==> src/rtl/irq_ctx_pkg.sv <==
package irq_ctx_pkg;
  typedef enum logic [3:0] {
    ST_IDLE, ST_PSH_PSW, ST_PSH_CSP, ST_PSH_IP, ST_VEC,
    ST_POP_IP, ST_POP_CSP, ST_POP_PSW, ST_RET
  } ctx_st_e;
endpackage

==> src/rtl/irq_ctx_fsm.sv <==
module irq_ctx_fsm
  import irq_ctx_pkg::*;
(
  input  logic    clk_i,
  input  logic    rst_ni,
  input  logic    take_i,
  input  logic    reti_i,
  input  logic    seg_dis_i,
  output ctx_st_e st_o,
  output logic    seg_dis_q_o
);
  ctx_st_e st_q, st_d;
  logic    seg_q;

  always_comb begin
    st_d = st_q;
    unique case (st_q)
      ST_IDLE:    if (take_i) st_d = ST_PSH_PSW;
                  else if (reti_i) st_d = ST_POP_IP;
      ST_PSH_PSW: st_d = seg_q ? ST_PSH_IP : ST_PSH_CSP;
      ST_PSH_CSP: st_d = ST_PSH_IP;
      ST_PSH_IP:  st_d = ST_VEC;
      ST_VEC:     st_d = ST_IDLE;
      ST_POP_IP:  st_d = seg_q ? ST_POP_PSW : ST_POP_CSP;
      ST_POP_CSP: st_d = ST_POP_PSW;
      ST_POP_PSW: st_d = ST_RET;
      ST_RET:     st_d = ST_IDLE;
      default:    st_d = ST_IDLE;
    endcase
  end

  always_ff @(posedge clk_i or negedge rst_ni) begin
    if (!rst_ni) begin
      st_q  <= ST_IDLE;
      seg_q <= 1'b1;
    end else begin
      st_q <= st_d;
      if (st_q == ST_IDLE && (take_i || reti_i)) seg_q <= seg_dis_i;
    end
  end

  assign st_o        = st_q;
  assign seg_dis_q_o = seg_q;

  // status word leads every entry frame
  p_psw_first_r2: assert property (@(posedge clk_i) disable iff (!rst_ni)
    (st_q == ST_IDLE && take_i) |=> (st_q == ST_PSH_PSW));
  // vector and restore cycles each last one clock
  p_vec_single_r9: assert property (@(posedge clk_i) disable iff (!rst_ni)
    (st_q == ST_VEC || st_q == ST_RET) |=> (st_q == ST_IDLE));
  // segmentation choice is frozen for the whole sequence
  p_seg_stable_r11: assert property (@(posedge clk_i) disable iff (!rst_ni)
    (st_q != ST_IDLE) |=> $stable(seg_q));
endmodule

==> src/rtl/irq_ctx_sp.sv <==
module irq_ctx_sp #(
  parameter int               AW      = 16,
  parameter logic [AW-1:0]    SP_INIT = 16'h0080
) (
  input  logic          clk_i,
  input  logic          rst_ni,
  input  logic          dec_i,
  input  logic          inc_i,
  output logic [AW-1:0] sp_o,
  output logic [AW-1:0] addr_o
);
  localparam logic [AW-1:0] STEP = AW'(2);
  logic [AW-1:0] sp_q;

  always_ff @(posedge clk_i or negedge rst_ni) begin
    if (!rst_ni)    sp_q <= SP_INIT;
    else if (dec_i) sp_q <= sp_q - STEP;
    else if (inc_i) sp_q <= sp_q + STEP;
  end

  // pre-decrement on write, post-increment on read
  assign addr_o = dec_i ? sp_q - STEP : sp_q;
  assign sp_o   = sp_q;

  p_sp_dec_r4: assert property (@(posedge clk_i) disable iff (!rst_ni)
    dec_i |=> (sp_q == $past(sp_q) - STEP));
  p_sp_inc_r4: assert property (@(posedge clk_i) disable iff (!rst_ni)
    inc_i |=> (sp_q == $past(sp_q) + STEP));
  p_one_dir_r12: assert property (@(posedge clk_i) disable iff (!rst_ni)
    !(dec_i && inc_i));
endmodule

==> src/rtl/irq_ctx_regs.sv <==
module irq_ctx_regs #(
  parameter int DW        = 16,
  parameter int LVL_W     = 4,
  parameter int N_SRC     = 8,
  parameter int MULIP_BIT = 6,
  localparam int SRC_W    = $clog2(N_SRC)
) (
  input  logic             clk_i,
  input  logic             rst_ni,
  input  logic             cap_i,
  input  logic [DW-1:0]    psw_i,
  input  logic [DW-1:0]    ip_cur_i,
  input  logic [DW-1:0]    ip_next_i,
  input  logic             mdu_busy_i,
  input  logic [DW-1:0]    csp_i,
  input  logic [LVL_W-1:0] lvl_i,
  input  logic [DW-1:0]    vec_i,
  input  logic [SRC_W-1:0] src_i,
  input  logic             pop_ip_i,
  input  logic             pop_csp_i,
  input  logic             pop_psw_i,
  input  logic [DW-1:0]    rdata_i,
  output logic [DW-1:0]    psw_q_o,
  output logic [DW-1:0]    csp_q_o,
  output logic [DW-1:0]    ip_q_o,
  output logic [DW-1:0]    vec_q_o,
  output logic [DW-1:0]    new_psw_o,
  output logic [N_SRC-1:0] flag_vec_o
);
  logic [DW-1:0]    psw_q, csp_q, ip_q, vec_q;
  logic [LVL_W-1:0] lvl_q;
  logic [SRC_W-1:0] src_q;
  logic             mul_q;

  always_ff @(posedge clk_i or negedge rst_ni) begin
    if (!rst_ni) begin
      psw_q <= '0; csp_q <= '0; ip_q <= '0; vec_q <= '0;
      lvl_q <= '0; src_q <= '0; mul_q <= 1'b0;
    end else if (cap_i) begin
      psw_q <= psw_i;
      csp_q <= csp_i;
      // interrupted multiply/divide restarts from its own address
      ip_q  <= mdu_busy_i ? ip_cur_i : ip_next_i;
      mul_q <= mdu_busy_i;
      lvl_q <= lvl_i;
      vec_q <= vec_i;
      src_q <= src_i;
    end else begin
      if (pop_ip_i)  ip_q  <= rdata_i;
      if (pop_csp_i) csp_q <= rdata_i;
      if (pop_psw_i) psw_q <= rdata_i;
    end
  end

  always_comb begin
    new_psw_o = psw_q;
    new_psw_o[DW-1 -: LVL_W] = lvl_q;
    new_psw_o[MULIP_BIT]     = mul_q;
  end

  for (genvar g = 0; g < N_SRC; g++) begin : g_flag
    assign flag_vec_o[g] = (src_q == SRC_W'(g));
  end

  assign psw_q_o = psw_q;
  assign csp_q_o = csp_q;
  assign ip_q_o  = ip_q;
  assign vec_q_o = vec_q;

  p_cap_pop_r12: assert property (@(posedge clk_i) disable iff (!rst_ni)
    !(cap_i && (pop_ip_i || pop_csp_i || pop_psw_i)));
endmodule

==> src/rtl/irq_ctx_seq.sv <==
module irq_ctx_seq
  import irq_ctx_pkg::*;
#(
  parameter int            DW        = 16,
  parameter int            LVL_W     = 4,
  parameter int            N_SRC     = 8,
  parameter int            MULIP_BIT = 6,
  parameter logic [DW-1:0] SP_INIT   = 16'h0080,
  localparam int           SRC_W     = $clog2(N_SRC)
) (
  input  logic             clk_i,
  input  logic             rst_ni,
  input  logic             irq_take_i,
  input  logic [LVL_W-1:0] irq_lvl_i,
  input  logic [DW-1:0]    irq_vec_i,
  input  logic [SRC_W-1:0] irq_src_i,
  input  logic             reti_i,
  input  logic             seg_dis_i,
  input  logic             mdu_busy_i,
  input  logic [DW-1:0]    psw_i,
  input  logic [DW-1:0]    ip_cur_i,
  input  logic [DW-1:0]    ip_next_i,
  input  logic [DW-1:0]    csp_i,
  output logic             stk_we_o,
  output logic             stk_re_o,
  output logic [DW-1:0]    stk_addr_o,
  output logic [DW-1:0]    stk_wdata_o,
  input  logic [DW-1:0]    stk_rdata_i,
  output logic             busy_o,
  output logic             psw_wr_o,
  output logic [DW-1:0]    psw_o,
  output logic             ip_wr_o,
  output logic [DW-1:0]    ip_o,
  output logic             csp_wr_o,
  output logic [DW-1:0]    csp_o,
  output logic [N_SRC-1:0] flag_clr_o,
  output logic [DW-1:0]    sp_o
);
  ctx_st_e       st;
  logic          seg_dis_q, is_vec, is_ret, cap;
  logic [DW-1:0] psw_q, csp_q, ip_q, vec_q, new_psw;
  logic [N_SRC-1:0] flag_vec;

  irq_ctx_fsm u_fsm (
    .clk_i, .rst_ni,
    .take_i     (irq_take_i),
    .reti_i     (reti_i),
    .seg_dis_i  (seg_dis_i),
    .st_o       (st),
    .seg_dis_q_o(seg_dis_q)
  );

  assign stk_we_o = (st == ST_PSH_PSW) || (st == ST_PSH_CSP) || (st == ST_PSH_IP);
  assign stk_re_o = (st == ST_POP_IP)  || (st == ST_POP_CSP) || (st == ST_POP_PSW);
  assign cap      = (st == ST_IDLE) && irq_take_i;
  assign is_vec   = (st == ST_VEC);
  assign is_ret   = (st == ST_RET);

  irq_ctx_sp #(.AW(DW), .SP_INIT(SP_INIT)) u_sp (
    .clk_i, .rst_ni,
    .dec_i (stk_we_o),
    .inc_i (stk_re_o),
    .sp_o  (sp_o),
    .addr_o(stk_addr_o)
  );

  irq_ctx_regs #(.DW(DW), .LVL_W(LVL_W), .N_SRC(N_SRC), .MULIP_BIT(MULIP_BIT)) u_regs (
    .clk_i, .rst_ni,
    .cap_i     (cap),
    .psw_i     (psw_i),
    .ip_cur_i  (ip_cur_i),
    .ip_next_i (ip_next_i),
    .mdu_busy_i(mdu_busy_i),
    .csp_i     (csp_i),
    .lvl_i     (irq_lvl_i),
    .vec_i     (irq_vec_i),
    .src_i     (irq_src_i),
    .pop_ip_i  (st == ST_POP_IP),
    .pop_csp_i (st == ST_POP_CSP),
    .pop_psw_i (st == ST_POP_PSW),
    .rdata_i   (stk_rdata_i),
    .psw_q_o   (psw_q),
    .csp_q_o   (csp_q),
    .ip_q_o    (ip_q),
    .vec_q_o   (vec_q),
    .new_psw_o (new_psw),
    .flag_vec_o(flag_vec)
  );

  always_comb begin
    unique case (st)
      ST_PSH_PSW: stk_wdata_o = psw_q;
      ST_PSH_CSP: stk_wdata_o = csp_q;
      ST_PSH_IP:  stk_wdata_o = ip_q;
      default:    stk_wdata_o = '0;
    endcase
  end

  assign busy_o     = (st != ST_IDLE);
  assign psw_wr_o   = is_vec || is_ret;
  assign ip_wr_o    = is_vec || is_ret;
  assign csp_wr_o   = (is_vec || is_ret) && !seg_dis_q;
  assign psw_o      = is_vec ? new_psw : psw_q;
  assign ip_o       = is_vec ? vec_q : ip_q;
  assign csp_o      = is_vec ? '0 : csp_q;
  assign flag_clr_o = is_vec ? flag_vec : '0;

  // independent access counters for frame-length checks
  logic [1:0] wr_cnt, rd_cnt;
  always_ff @(posedge clk_i or negedge rst_ni) begin
    if (!rst_ni) begin
      wr_cnt <= '0; rd_cnt <= '0;
    end else if (!busy_o) begin
      wr_cnt <= '0; rd_cnt <= '0;
    end else begin
      if (stk_we_o) wr_cnt <= wr_cnt + 2'd1;
      if (stk_re_o) rd_cnt <= rd_cnt + 2'd1;
    end
  end

  p_frame_len_r3: assert property (@(posedge clk_i) disable iff (!rst_ni)
    is_vec |-> (wr_cnt == (seg_dis_q ? 2'd2 : 2'd3)));
  p_pop_len_r11: assert property (@(posedge clk_i) disable iff (!rst_ni)
    is_ret |-> (rd_cnt == (seg_dis_q ? 2'd2 : 2'd3)));
  p_rw_excl_r12: assert property (@(posedge clk_i) disable iff (!rst_ni)
    !(stk_we_o && stk_re_o));
  p_flag_hot_r7: assert property (@(posedge clk_i) disable iff (!rst_ni)
    $onehot0(flag_clr_o) && ((flag_clr_o != '0) -> ip_wr_o));
  p_busy_hold_r10: assert property (@(posedge clk_i) disable iff (!rst_ni)
    (busy_o && !is_vec && !is_ret) |=> busy_o);
endmodule

==> config.mk <==
export PLATFORM = sky130hd
export DESIGN_NAME = irq_ctx_seq
export DESIGN_NICKNAME = d
export VERILOG_FILES = /design/src/rtl/irq_ctx_pkg.sv /design/src/rtl/irq_ctx_fsm.sv /design/src/rtl/irq_ctx_sp.sv /design/src/rtl/irq_ctx_regs.sv /design/src/rtl/irq_ctx_seq.sv
export SDC_FILE = /design/constraint.sdc
export NUM_CORES = 1
export LEC_CHECK = 0
export BUFFER_PORTS_ARGS = -buffer_cell sky130_fd_sc_hd__buf_2
export CORE_MARGIN = 5
export CORE_UTILIZATION = 54
export DETAILED_ROUTE_END_ITERATION = 10
export GPL_TIMING_DRIVEN = 0
export HOLD_SLACK_MARGIN = 0.05
export PLACE_DENSITY = 0.84
export SLEW_MARGIN = 10
export SYNTH_ARGS = -nofsm -noshare
export SYNTH_HDL_FRONTEND = slang
export SYNTH_SLANG_ARGS = --single-unit
==> constraint.sdc <==
create_clock -name clk_i -period 4.25 [get_ports clk_i]
set_input_delay 0.2125 -clock clk_i [delete_from_list [all_inputs] [get_ports clk_i]]
set_output_delay 0.2125 -clock clk_i [all_outputs]
set_load 0.01 [all_outputs]
== Yosys cells after proc, flatten, opt, wreduce, memory -nomap -nowiden ==
Cells that the tools add are included.

* Bits in registers: 93
* Word-level logic and storage cells: 65
* Output and inout bits: 110
* Input port bits: 109

* $add $sub $neg: 2
* Mux-type cells: 20
* Reductions and logical operators: 17
* Equal/unequal tests: 16

{| class="wikitable"
|+ Operator list
! kind !! number
|-
| 2-to-1 mux 16 bit || 13
|-
| case mux 16 bit (3 select lines) || 1
|-
| case mux 4 bit (7 select lines) || 1
|-
| adder 16 x 2 -> 16 bit, second input constant || 1
|-
| equality test 4 x 3 -> 1 bit, second input constant || 4
|-
| subtractor 16 x 2 -> 16 bit, second input constant || 1
|-
| equality test 3 bit, second input constant || 4
|-
| equality test 4 x 2 -> 1 bit, second input constant || 2
|-
| 2-to-1 mux 4 bit || 2
|-
| 2-to-1 mux 8 bit || 1
|-
| nonzero test 2 bit || 4
|-
| equality test 3 x 2 -> 1 bit, second input constant || 2
|-
| logical OR 1 bit || 6
|-
| equality test 4 x 1 -> 1 bit, second input constant || 1
|-
| equality test 4 bit, second input constant || 1
|-
| logical NOT 4 bit || 1
|-
| nonzero test 4 bit || 1
|-
| equality test 3 x 1 -> 1 bit, second input constant || 1
|-
| logical AND 1 bit || 3
|-
| logical NOT 3 bit || 1
|-
| inequality test 3 bit, second input constant || 1
|-
| 2-to-1 mux 1 bit || 2
|-
| logical NOT 1 bit || 1
|}

== Longest topological paths before layout ==
Gate-level depths: netlist of the first run.

* Depth after elaboration: 5
* Mapped depth: 9

== Modules after synthesis ==
A second synthesis of the first run with hierarchy kept.

* Cell total of the unflattened synthesis: 565
* Area total of the unflattened synthesis: 5970.7 um^2

{| class="wikitable"
|+ By module, submodules not included
! module !! cells an instance !! seq. area each (um^2) !! instances !! area an instance (um^2)
|-
| irq_ctx_regs || 280 || 1801.7 || 1 || 3483.3
|-
| irq_ctx_sp || 129 || 376.6 || 1 || 1146.1
|-
| irq_ctx_seq || 136 || 0.0 || 1 || 1098.6
|-
| irq_ctx_fsm || 20 || 126.4 || 1 || 242.7
|}

== Least setup slack after synthesis of the first run ==
No wires, ideal clock.

* Path type: flip-flop to output port
* Start: register u_sp.sp_q[8] (netlist: u_sp.sp_o[8])
* End: output stk_addr_o[15]
* Arrival time: 1.938 ns
* Setup slack: 2.100 ns
* Buffers on the path: 1
* Cell stages (with the launch flop): 6
* Required time: 4.038 ns
* Cell sequence: dfrtp_1 > buf_6 > or4_4 > or4_4 > nor3_4 > xor2_1

* Word-level cells in the longest chain between the ends: 2

{| class="wikitable"
|+ RTL lines
! what !! RTL line !! source
|-
| from (decl) || irq_ctx_sp.sv:13 || <nowiki>logic [AW-1:0] sp_q;</nowiki>
|-
| from (signal assigned) || irq_ctx_sp.sv:17 || <nowiki>else if (dec_i) sp_q <= sp_q - STEP;</nowiki>
|-
| from (signal assigned) || irq_ctx_sp.sv:18 || <nowiki>else if (inc_i) sp_q <= sp_q + STEP;</nowiki>
|-
| subtractor 16 x 2 -> 16 bit || irq_ctx_sp.sv:22 || <nowiki>assign addr_o = dec_i ? sp_q - STEP : sp_q;</nowiki>
|-
| 2-to-1 mux 16 bit || irq_ctx_sp.sv:22 ||
|-
| to (decl) || irq_ctx_seq.sv:26 || <nowiki>output logic [DW-1:0] stk_addr_o,</nowiki>
|}

Every way passes these cells.

== Final worst setup path of the first run ==
* Start: register u_fsm.st_q[1] (netlist: u_fsm.st_o[1])
* End: output psw_o[6]

* Word-level cells in the longest chain between the ends: 2

{| class="wikitable"
|+ RTL lines
! what !! RTL line !! source
|-
| from (decl) || irq_ctx_fsm.sv:12 || <nowiki>ctx_st_e st_q, st_d;</nowiki>
|-
| from (signal assigned) || irq_ctx_fsm.sv:37 || <nowiki>st_q <= st_d;</nowiki>
|-
| equality test 4 x 3 -> 1 bit || irq_ctx_seq.sv:56 || <nowiki>assign is_vec = (st == ST_VEC);</nowiki>
|-
| 2-to-1 mux 16 bit || irq_ctx_seq.sv:103 || <nowiki>assign psw_o = is_vec ? new_psw : psw_q;</nowiki>
|-
| to (decl) || irq_ctx_seq.sv:31 || <nowiki>output logic [DW-1:0] psw_o,</nowiki>
|}

Every way passes these cells.

==> results_dict.tcl, run 1 <==
set metrics [dict create \
    ys_types 47 \
    p_per_area_nw_per_um2 795 \
    yosysSeqAreaShare 0.408 \
    wl_met1_mm 7.47 \
    num-fill-cells 875 \
    wire_per_inst_um 18.4 \
    dr.pass1.iters 6 \
    antenna_found_initial 1 \
    ys_ff_latch 92 \
    cts.sinks 92 \
    dr_wl_met3_mm 1.70 \
    synth_top_area_frac 0.398 \
    dr.max_layer_used "met4" \
    path_clk_slew_ps 110 \
    fmaxAchievable_ghz 0.353 \
    root_buffer "clkbuf_8" \
    nets 989 \
    worst_pin_slew_ps 824 \
    crit_buf_inv 4 \
    die_x_um 112 \
    die_area_um2 12600 \
    max_cap_violations 0 \
    cp-end-kind "output port" \
    ys.warnings.count 0 \
    finalHoldViolCount 0 \
    path_max_fanout 10 \
    relSlewSlack 0.451 \
    cts_resized 0 \
    irDropWorstVdd_mv 0.474 \
    cts_buffer_depth 2 \
    numCtsBuffers 9 \
    crit_top_cell "buf_2" \
    io_pins 219 \
    start_util 0.550 \
    core_um2 10300 \
    synth_area_um2 5660 \
    regArea_um2 2300 \
    area_growth_pct 27.7 \
    wl_met2_mm 8.80 \
    drt_iter0_drc 412 \
    syn_inst 642 \
    yosysTopAreaCell "dfrtp_1" \
    critPathSlowestCell "clkbuf_1" \
    drc_errors 0 \
    p_leak_nw 3.69 \
    synth_area_leaders "dfrtp_1, nand2_1, mux2i_1, mux2_2, o21ai_0" \
    crit_chain "buf_2, or2_1, buf_2, nor2_1, clkbuf_1, nand2_1, nand2_1, buf_2" \
    htree_num_levels 3 \
    vias 5722 \
    cp.arrival_ps 2620 \
    period_share 0.666 \
    finalCriticalPeriod_ps 2830 \
    layout-drive-gt1-share 0.360 \
    first_global_vias 5743 \
    post-dp-hpwl_mm 14.2 \
    cp_data_required_time_ps 4040 \
    status "completed" \
    clock_skew_ps 14.8 \
    cts_tree "yes" \
    slowest_delay_ps 570 \
    hp-class "in2reg" \
    finalSetupViolCount 0 \
    rsz0062_at_grt "false" \
    ant_nets 0 \
    wirelength_mm 18.7 \
    cts_setup_buffers 0 \
    vias_per_cell 5.62 \
    grt_max_degree 63 \
    critical-path-top-delay-family "buffers and inverters" \
    grt_pass1_wl_mm 29.2 \
    grt_use_total 0.290 \
    multi_input_area_um2 3010 \
    avgSynthCellArea_um2 8.81 \
    crit_type "reg2out" \
    final_common_cell "buf_2" \
    die_h_um 112 \
    place.gp.congestion 0.944 \
    numPortBuffers 215 \
    overflow 0 \
    num_rows 37 \
    slew_violations 0 \
    total_power_w 0.00574 \
    critPathLaunchType "register" \
    fin_tns_setup_ps 0 \
    final_cell_mix "buf_2, nand2_1, dfrtp_1, o21ai_0, mux2i_1" \
    worstSkewPairLatency_ps 370 \
]
==> layout make-up <==
type / count / area share
clock inverter: 7 / 0.0135
buffer: 62 / 0.0451
multi-input combinational: 483 / 0.416
timing repair buffer: 222 / 0.162
tap: 136 / 0.0236
antenna: 1 / 0.000347
sequential: 92 / 0.319
inverter: 6 / 0.00312
clock buffer: 9 / 0.0172
==> tightest hold or removal path: cells and delay by family <==
kind / cells / cell delay (ps)
buf+inv: 1 / 80
compound gates: 1 / 60
simple gates: 1 / 40
==> what timing repair did <==
item,in CTS,in global routing
hold buffers,6,0
setup endpoints to repair,0,0
hold endpoints to repair,35,0
==> where the power goes <==
part | internal, W | switching, W
Sequential | 0.00133 | 0.000373
Combinational | 0.00141 | 0.00196
Clock | 0.000335 | 0.000331
==> flip-flops by register name (all words and copies together), names as in the netlist <==
signal,cells
u_regs.ip_q_o,16
u_regs.csp_q_o,16
u_regs.psw_q_o,16
u_regs.mul_q,1
u_fsm.st_o,4
u_fsm.seg_dis_q_o,1
u_sp.sp_o,15
u_regs.lvl_q,4
u_regs.vec_q_o,16
u_regs.src_q,3
==> cells by family after synthesis <==
logic type / count (synthesis) / synth area share
other: 1 / 0.000663
multiplexers: 90 / 0.168
AND/OR/NAND/NOR: 253 / 0.204
adder cells (fa/ha/maj): 4 / 0.00885
buffers and inverters: 68 / 0.0615
AO/OA/AOI/OAI: 105 / 0.104
flip-flops: 92 / 0.408
XOR/XNOR: 29 / 0.0449
==> through the flow <==
stage / instances / hold WS (ps) / setup WS [ps] / util / instance area, um2
after floorplan: 643 / -83.1 / 2100 / - / 5660
after global placement: 994 / 417 / 1830 / 0.672 / 6910
after detailed placement: 995 / 181 / 1820 / 0.675 / 6940
after CTS: 1017 / 51.2 / 1420 / 0.702 / 7220
after global routing: 1018 / 65.2 / 1270 / 0.702 / 7220
final: 1018 / 56.1 / 1420 / 0.702 / 7220
==> Yosys cell counts, drive strengths merged <==
library cell and n:
nand2 146, dfrtp 90, o21ai 76, mux2i 49, mux2 41, nor2 41, buf 35, clkbuf 27
xnor2 17, a22oi 16, and2 16, nor3 13, xor2 12, nand3 7, a21oi 6, inv 6
and3 5, nand2b 5, ha 4, nand4 4, nor4 4, nor2b 3, or4 3, a221oi 2
dfstp 2, or2 2, a211oi 1, a31oi 1, conb 1, nand3b 1, nor3b 1, o21ba 1
o21bai 1, o32ai 1, or3 1, or4b 1
==> path summary, 6_finish.rpt <==
check,start,end,slack (ps),depth (start not counted)
worst min register to register,u_regs.csp_q_o[4],u_regs.csp_q_o[4],510,2
max in group asynchronous,rst_ni,u_fsm.seg_dis_q_o,3200,3
worst max register to register,u_fsm.st_o[1],u_regs.psw_q_o[14],1950,7
min in group asynchronous,rst_ni,u_regs.vec_q_o[13],340,2
worst min-delay path,psw_i[6],u_regs.psw_q_o[6],60,3
worst max-delay path,u_fsm.st_o[1],psw_o[6],1420,8
==> per-layer routing <==
| layer | track usage | vias up |
|---|---|---|
| li1 | - | 2632 |
| met1 | 0.376 | 2715 |
| met2 | 0.470 | 324 |
| met3 | 0.0582 | 51 |
| met4 | 0.131 | 0 |
| met5 | 0 | - |
Note: power is estimated with default switching activity, not from simulation.
==> inputs of run 2 (changes only) <==
--- a/config.mk
+++ b/config.mk
@@ -7,11 +7,11 @@
 export LEC_CHECK = 0
 export BUFFER_PORTS_ARGS = -buffer_cell sky130_fd_sc_hd__buf_2
 export CORE_MARGIN = 5
-export CORE_UTILIZATION = 54
+export CORE_UTILIZATION = 45
 export DETAILED_ROUTE_END_ITERATION = 10
 export GPL_TIMING_DRIVEN = 0
 export HOLD_SLACK_MARGIN = 0.05
-export PLACE_DENSITY = 0.84
+export PLACE_DENSITY = 0.75
 export SLEW_MARGIN = 10
 export SYNTH_ARGS = -nofsm -noshare
 export SYNTH_HDL_FRONTEND = slang
==> constraint.sdc (replaced) <==
create_clock -name clk_i -period 2.6 [get_ports clk_i]
set_input_delay 0.13 -clock clk_i [delete_from_list [all_inputs] [get_ports clk_i]]
set_output_delay 0.13 -clock clk_i [all_outputs]
set_load 0.01 [all_outputs]
==> results_dict.tcl, run 2 (same netlist as run 1, synthesis figures left out) <==
set metrics [dict create \
    status "completed" \
    crit_top_cell "or4_4" \
    overflow 0 \
    dr.max_layer_used "met4" \
    wl_met2_mm 9.80 \
    path_max_fanout 6 \
    cp-end-kind "output port" \
    post-dp-hpwl_mm 14.6 \
    slew_violations 0 \
    dr.pass1.iters 5 \
    dp.cells 1031 \
    numPortBuffers 215 \
    period_share 0.976 \
    cts_buffer_depth 2 \
    nets 1029 \
    die_h_um 122 \
    worst_pin_slew_ps 901 \
    vias 5742 \
    final_cell_mix "buf_2, nand2_1, dfrtp_1, o21ai_0, mux2i_1" \
    switchingPower_w 0.00447 \
    slowest_delay_ps 530 \
    relSlewSlack 0.399 \
    final_common_cell "buf_2" \
    cp.arrival_ps 2410 \
    multi_input_area_um2 3030 \
    layout.cells.non_filler 1094 \
    grt_pass1_wl_mm 30.7 \
    grt_use_total 0.269 \
    p_leak_nw 3.94 \
    crit_chain "buf_6, or4_4, or4_4, nor3_4, xor2_1, buf_2" \
    finalCriticalPeriod_ps 2540 \
    hp-class "in2reg" \
    die_x_um 122 \
    numCtsBuffers 9 \
    clkPwrFrac 0.146 \
    grt_max_degree 61 \
    start_util 0.454 \
    cts_tree "yes" \
    wire_per_inst_um 18.3 \
    layout-drive-gt1-share 0.360 \
    place.gp.congestion 0.862 \
    fmaxAchievable_ghz 0.394 \
    combPwrFrac 0.575 \
    regArea_um2 2310 \
    seqPwrFrac 0.279 \
    irDropWorstVdd_mv 0.554 \
    antenna_found_initial 1 \
    wl_met1_mm 8.21 \
    finalHoldViolCount 0 \
    p_int_w 0.00544 \
    critPathLaunchType "register" \
    max_cap_violations 0 \
    whs_ps 68.1 \
    ff2ff_path_depth 7 \
    vias_per_cell 5.25 \
    die_area_um2 14900 \
    crit_type "reg2out" \
    drc_errors 0 \
    finalSetupViolCount 0 \
    root_buffer "clkbuf_16" \
    worstSkewPairLatency_ps 340 \
    drt_iter0_drc 392 \
    ant_nets 0 \
    io_pins 219 \
    cts.sinks 92 \
    htree_num_levels 3 \
    switching_share 0.451 \
    critPathSlowestCell "or4_4" \
    p_per_area_nw_per_um2 1270 \
    wirelength_mm 20.0 \
    first_global_vias 5789 \
    num-fill-cells 1100 \
    holdPathStages 3 \
    core_um2 12500 \
    num_rows 41 \
    area_growth_pct 37.7 \
    dr_wl_met3_mm 1.51 \
    cp_data_required_time_ps 2470 \
    clock_skew_ps 8.46 \
    path_clk_slew_ps 70 \
]
[run 2: final cells by class]
cell class                 instances  area share
sequential                        92       0.296
timing repair buffer             262       0.200
inverter                           6     0.00289
multi-input combinational        483       0.389
clock inverter                     6      0.0120
tap                              172      0.0276
clock buffer                      10      0.0294
buffer                            62      0.0429
antenna                            1    0.000321
[run 2: repair_timing]
item / 4_1_cts / 5_1_grt
gates cloned: 0 / 0
buffers inserted: 0 / 5
pin swaps: 0 / 5
resized for setup: 3 / 14
hold endpoints to repair: 70 / 0
setup endpoints to repair: 19 / 24
hold buffers: 41 / 0
[run 2: stage by stage]
step	area, um2	worst slack (ps)	total power, W	TNS, ps	util
after floorplan	5660	532	0.00620	0	-
after global placement	6950	249	0.00817	0	0.558
after detailed placement	6980	245	0.00830	0	0.560
after CTS	7720	40.1	0.00982	0	0.619
after global routing	7790	-1.90	0.0106	-1.90	0.625
final	7790	63.4	0.00991	0	0.625
[run 2: critical path, delay by kind of cell, from the launching register on]
family | cells | cell delay, ps
flops | 1 | 380
buf+inv | 2 | 290
xor+xnor | 1 | 190
simple gates | 3 | 1210
[run 2: power groups by stage]
| stage | sequential [W] | clock (W) | combinational [W] |
|---|---|---|---|
| 2_1_floorplan | 0.00265 | 0 | 0.00355 |
| 3_3_place_gp | 0.00273 | 0 | 0.00544 |
| 3_5_place_dp | 0.00276 | 0 | 0.00554 |
| 4_1_cts | 0.00274 | 0.00146 | 0.00561 |
| 5_1_grt | 0.00286 | 0.00151 | 0.00624 |
| 6_report | 0.00277 | 0.00145 | 0.00569 |
[run 2: worst paths after layout]
path / from / slack [ps] / endpoint
hold reg to reg: u_regs.csp_q_o[1] / 510 / u_regs.csp_q_o[1]
min in group asynchronous: rst_ni / 280 / u_regs.lvl_q[1]
max in group asynchronous: rst_ni / 1660 / u_regs.psw_q_o[10]
hold / removal: csp_i[15] / 70 / u_regs.csp_q_o[15]
setup reg to reg: u_fsm.st_o[1] / 270 / u_regs.psw_q_o[13]
setup / recovery: u_sp.sp_o[8] / 60 / stk_addr_o[15]
[run 2: metal layers]
layer  up-vias  GRT usage
li1       2709          -
met1      2722      0.345
met2       278      0.456
met3        33     0.0432
met4         0      0.105
met5         -          0
==> inputs of run 3 (changes only) <==
--- a/config.mk
+++ b/config.mk
@@ -7,11 +7,11 @@
 export LEC_CHECK = 0
 export BUFFER_PORTS_ARGS = -buffer_cell sky130_fd_sc_hd__buf_2
 export CORE_MARGIN = 5
-export CORE_UTILIZATION = 45
+export CORE_UTILIZATION = 24
 export DETAILED_ROUTE_END_ITERATION = 10
 export GPL_TIMING_DRIVEN = 0
 export HOLD_SLACK_MARGIN = 0.05
-export PLACE_DENSITY = 0.75
+export PLACE_DENSITY = 0.44
 export SLEW_MARGIN = 10
 export SYNTH_ARGS = -nofsm -noshare
 export SYNTH_HDL_FRONTEND = slang
==> results_dict.tcl, run 3 (same netlist as run 1, synthesis figures left out) <==
set metrics [dict create \
    clock_skew_ps 16.9 \
    first_global_vias 5721 \
    timing.rr.end "u_regs.psw_q_o[0]" \
    cp-end-kind "output port" \
    cts_buffer_depth 2 \
    io_pins 219 \
    multi_input_area_um2 3050 \
    htree_num_levels 3 \
    holdPathStages 3 \
    dp.cells 1178 \
    post-dp-hpwl_mm 17.7 \
    total_power_w 0.0101 \
    cts_tree "yes" \
    final_cell_mix "buf_2, nand2_1, dfrtp_1, o21ai_0, mux2i_1" \
    grt_max_degree 56 \
    r2r-start "u_fsm.st_o[1]" \
    nets 1029 \
    path_max_fanout 8 \
    place.gp.congestion 0.818 \
    layout.cells.non_filler 1239 \
    p_leak_nw 3.93 \
    numCtsBuffers 9 \
    num_rows 56 \
    period_share 0.982 \
    drc_errors 0 \
    wirelength_mm 23.7 \
    overflow 0 \
    irDropWorstVdd_mv 0.398 \
    slew_violations 0 \
    worst_pin_slew_ps 886 \
    numPortBuffers 215 \
    crit_type "reg2out" \
    slowest_delay_ps 530 \
    drt_iter0_drc 267 \
    vias_per_cell 4.46 \
    finalHoldViolCount 0 \
    area_growth_pct 41.4 \
    antenna_found_initial 3 \
    num-fill-cells 2551 \
    fmaxAchievable_ghz 0.392 \
    relSlewSlack 0.409 \
    cts.sinks 92 \
    max_cap_violations 0 \
    crit_start "u_sp.sp_o[8]" \
    r2r_slack_ps 190 \
    wire_per_inst_um 19.1 \
    root_buffer "clkbuf_16" \
    critPathSlowestCell "or4_4" \
    worstSkewPairLatency_ps 370 \
    diodes 0 \
    rsz0062_at_grt "true" \
    die_area_um2 26700 \
    ant_nets 0 \
    finalSetupViolCount 0 \
    layout-drive-gt1-share 0.360 \
    crit_top_cell "or4_4" \
    grt_use_total 0.178 \
    vias 5524 \
    cp_data_required_time_ps 2470 \
    critPathLaunchType "register" \
    crit_chain "buf_6, or4_4, or4_4, nor3_4, xor2_1, buf_2" \
    cp.arrival_ps 2420 \
    p_per_area_nw_per_um2 1260 \
    status "completed" \
    die_x_um 164 \
    final_common_cell "buf_2" \
    core_um2 23300 \
    start_util 0.242 \
    min_from "csp_i[4]" \
    grt_pass1_wl_mm 35.4 \
    die_h_um 164 \
    min_to "u_regs.csp_q_o[4]" \
    path_clk_slew_ps 80 \
    ff2ff_path_depth 7 \
    finalCriticalPeriod_ps 2550 \
    hp-class "in2reg" \
    dr.pass1.iters 4 \
    regArea_um2 2310 \
]
## run 3: power breakdown
group          leakage [nW]  internal [W]  switching, W
Sequential             1.12       0.00217      0.000607
Combinational          2.66       0.00238       0.00344
Clock                 0.150      0.000849      0.000648
Total                  3.93       0.00540       0.00469
## run 3: timing repair
item	in CTS	in global routing
gates resized for setup	8	11
cloned	0	0
endpoints found under the hold margin	80	0
hold buffers	44	0
buffers inserted	0	2
pin swaps	2	2
setup endpoints to repair	38	25
## run 3: layer usage
layer,wire [um],global-route usage,vias to the layer above
li1,-,-,2710
met1,10700,0.236,2593
met2,11000,0.297,195
met3,1700,0.0482,20
met4,204,0.0297,6
met5,34,0,-
## run 3: final cells by class
cell class / instances / share of cell area
Multi-Input combinational cell: 483 / 0.381
Sequential cell: 92 / 0.288
Timing Repair Buffer: 262 / 0.196
Tap cell: 319 / 0.0499
Buffer: 62 / 0.0418
Clock buffer: 9 / 0.0282
Clock inverter: 6 / 0.0119
Inverter: 6 / 0.00282
## run 3: per-stage QoR
step	utilization	area [um2]	TNS (ps)	hold slack, ps	setup WS, ps
CTS	0.341	7950	0	55.2	1.08
detailed placement	0.307	7170	0	83.2	58.8
floorplan	-	5660	0	-166	532
finish	0.343	8000	0	64.7	47.8
global route	0.343	8000	-33.6	84.9	-33.6
global placement	0.306	7130	0	339	47.3
## run 3: worst max-delay path: cells and delay by family (launching register included)
family	cells	cell delay, ps
buffers and inverters	2	310
AND/OR/NAND/NOR	3	1150
flip-flops	1	390
XOR/XNOR	1	210
## run 3: worst max path at each step
stage / to / slack (ps)
global route: stk_addr_o[15] / -30
global placement: psw_o[6] / 50
detailed placement: psw_o[6] / 60
floorplan: stk_addr_o[15] / 530
CTS: stk_addr_o[15] / 1
finish: stk_addr_o[15] / 50
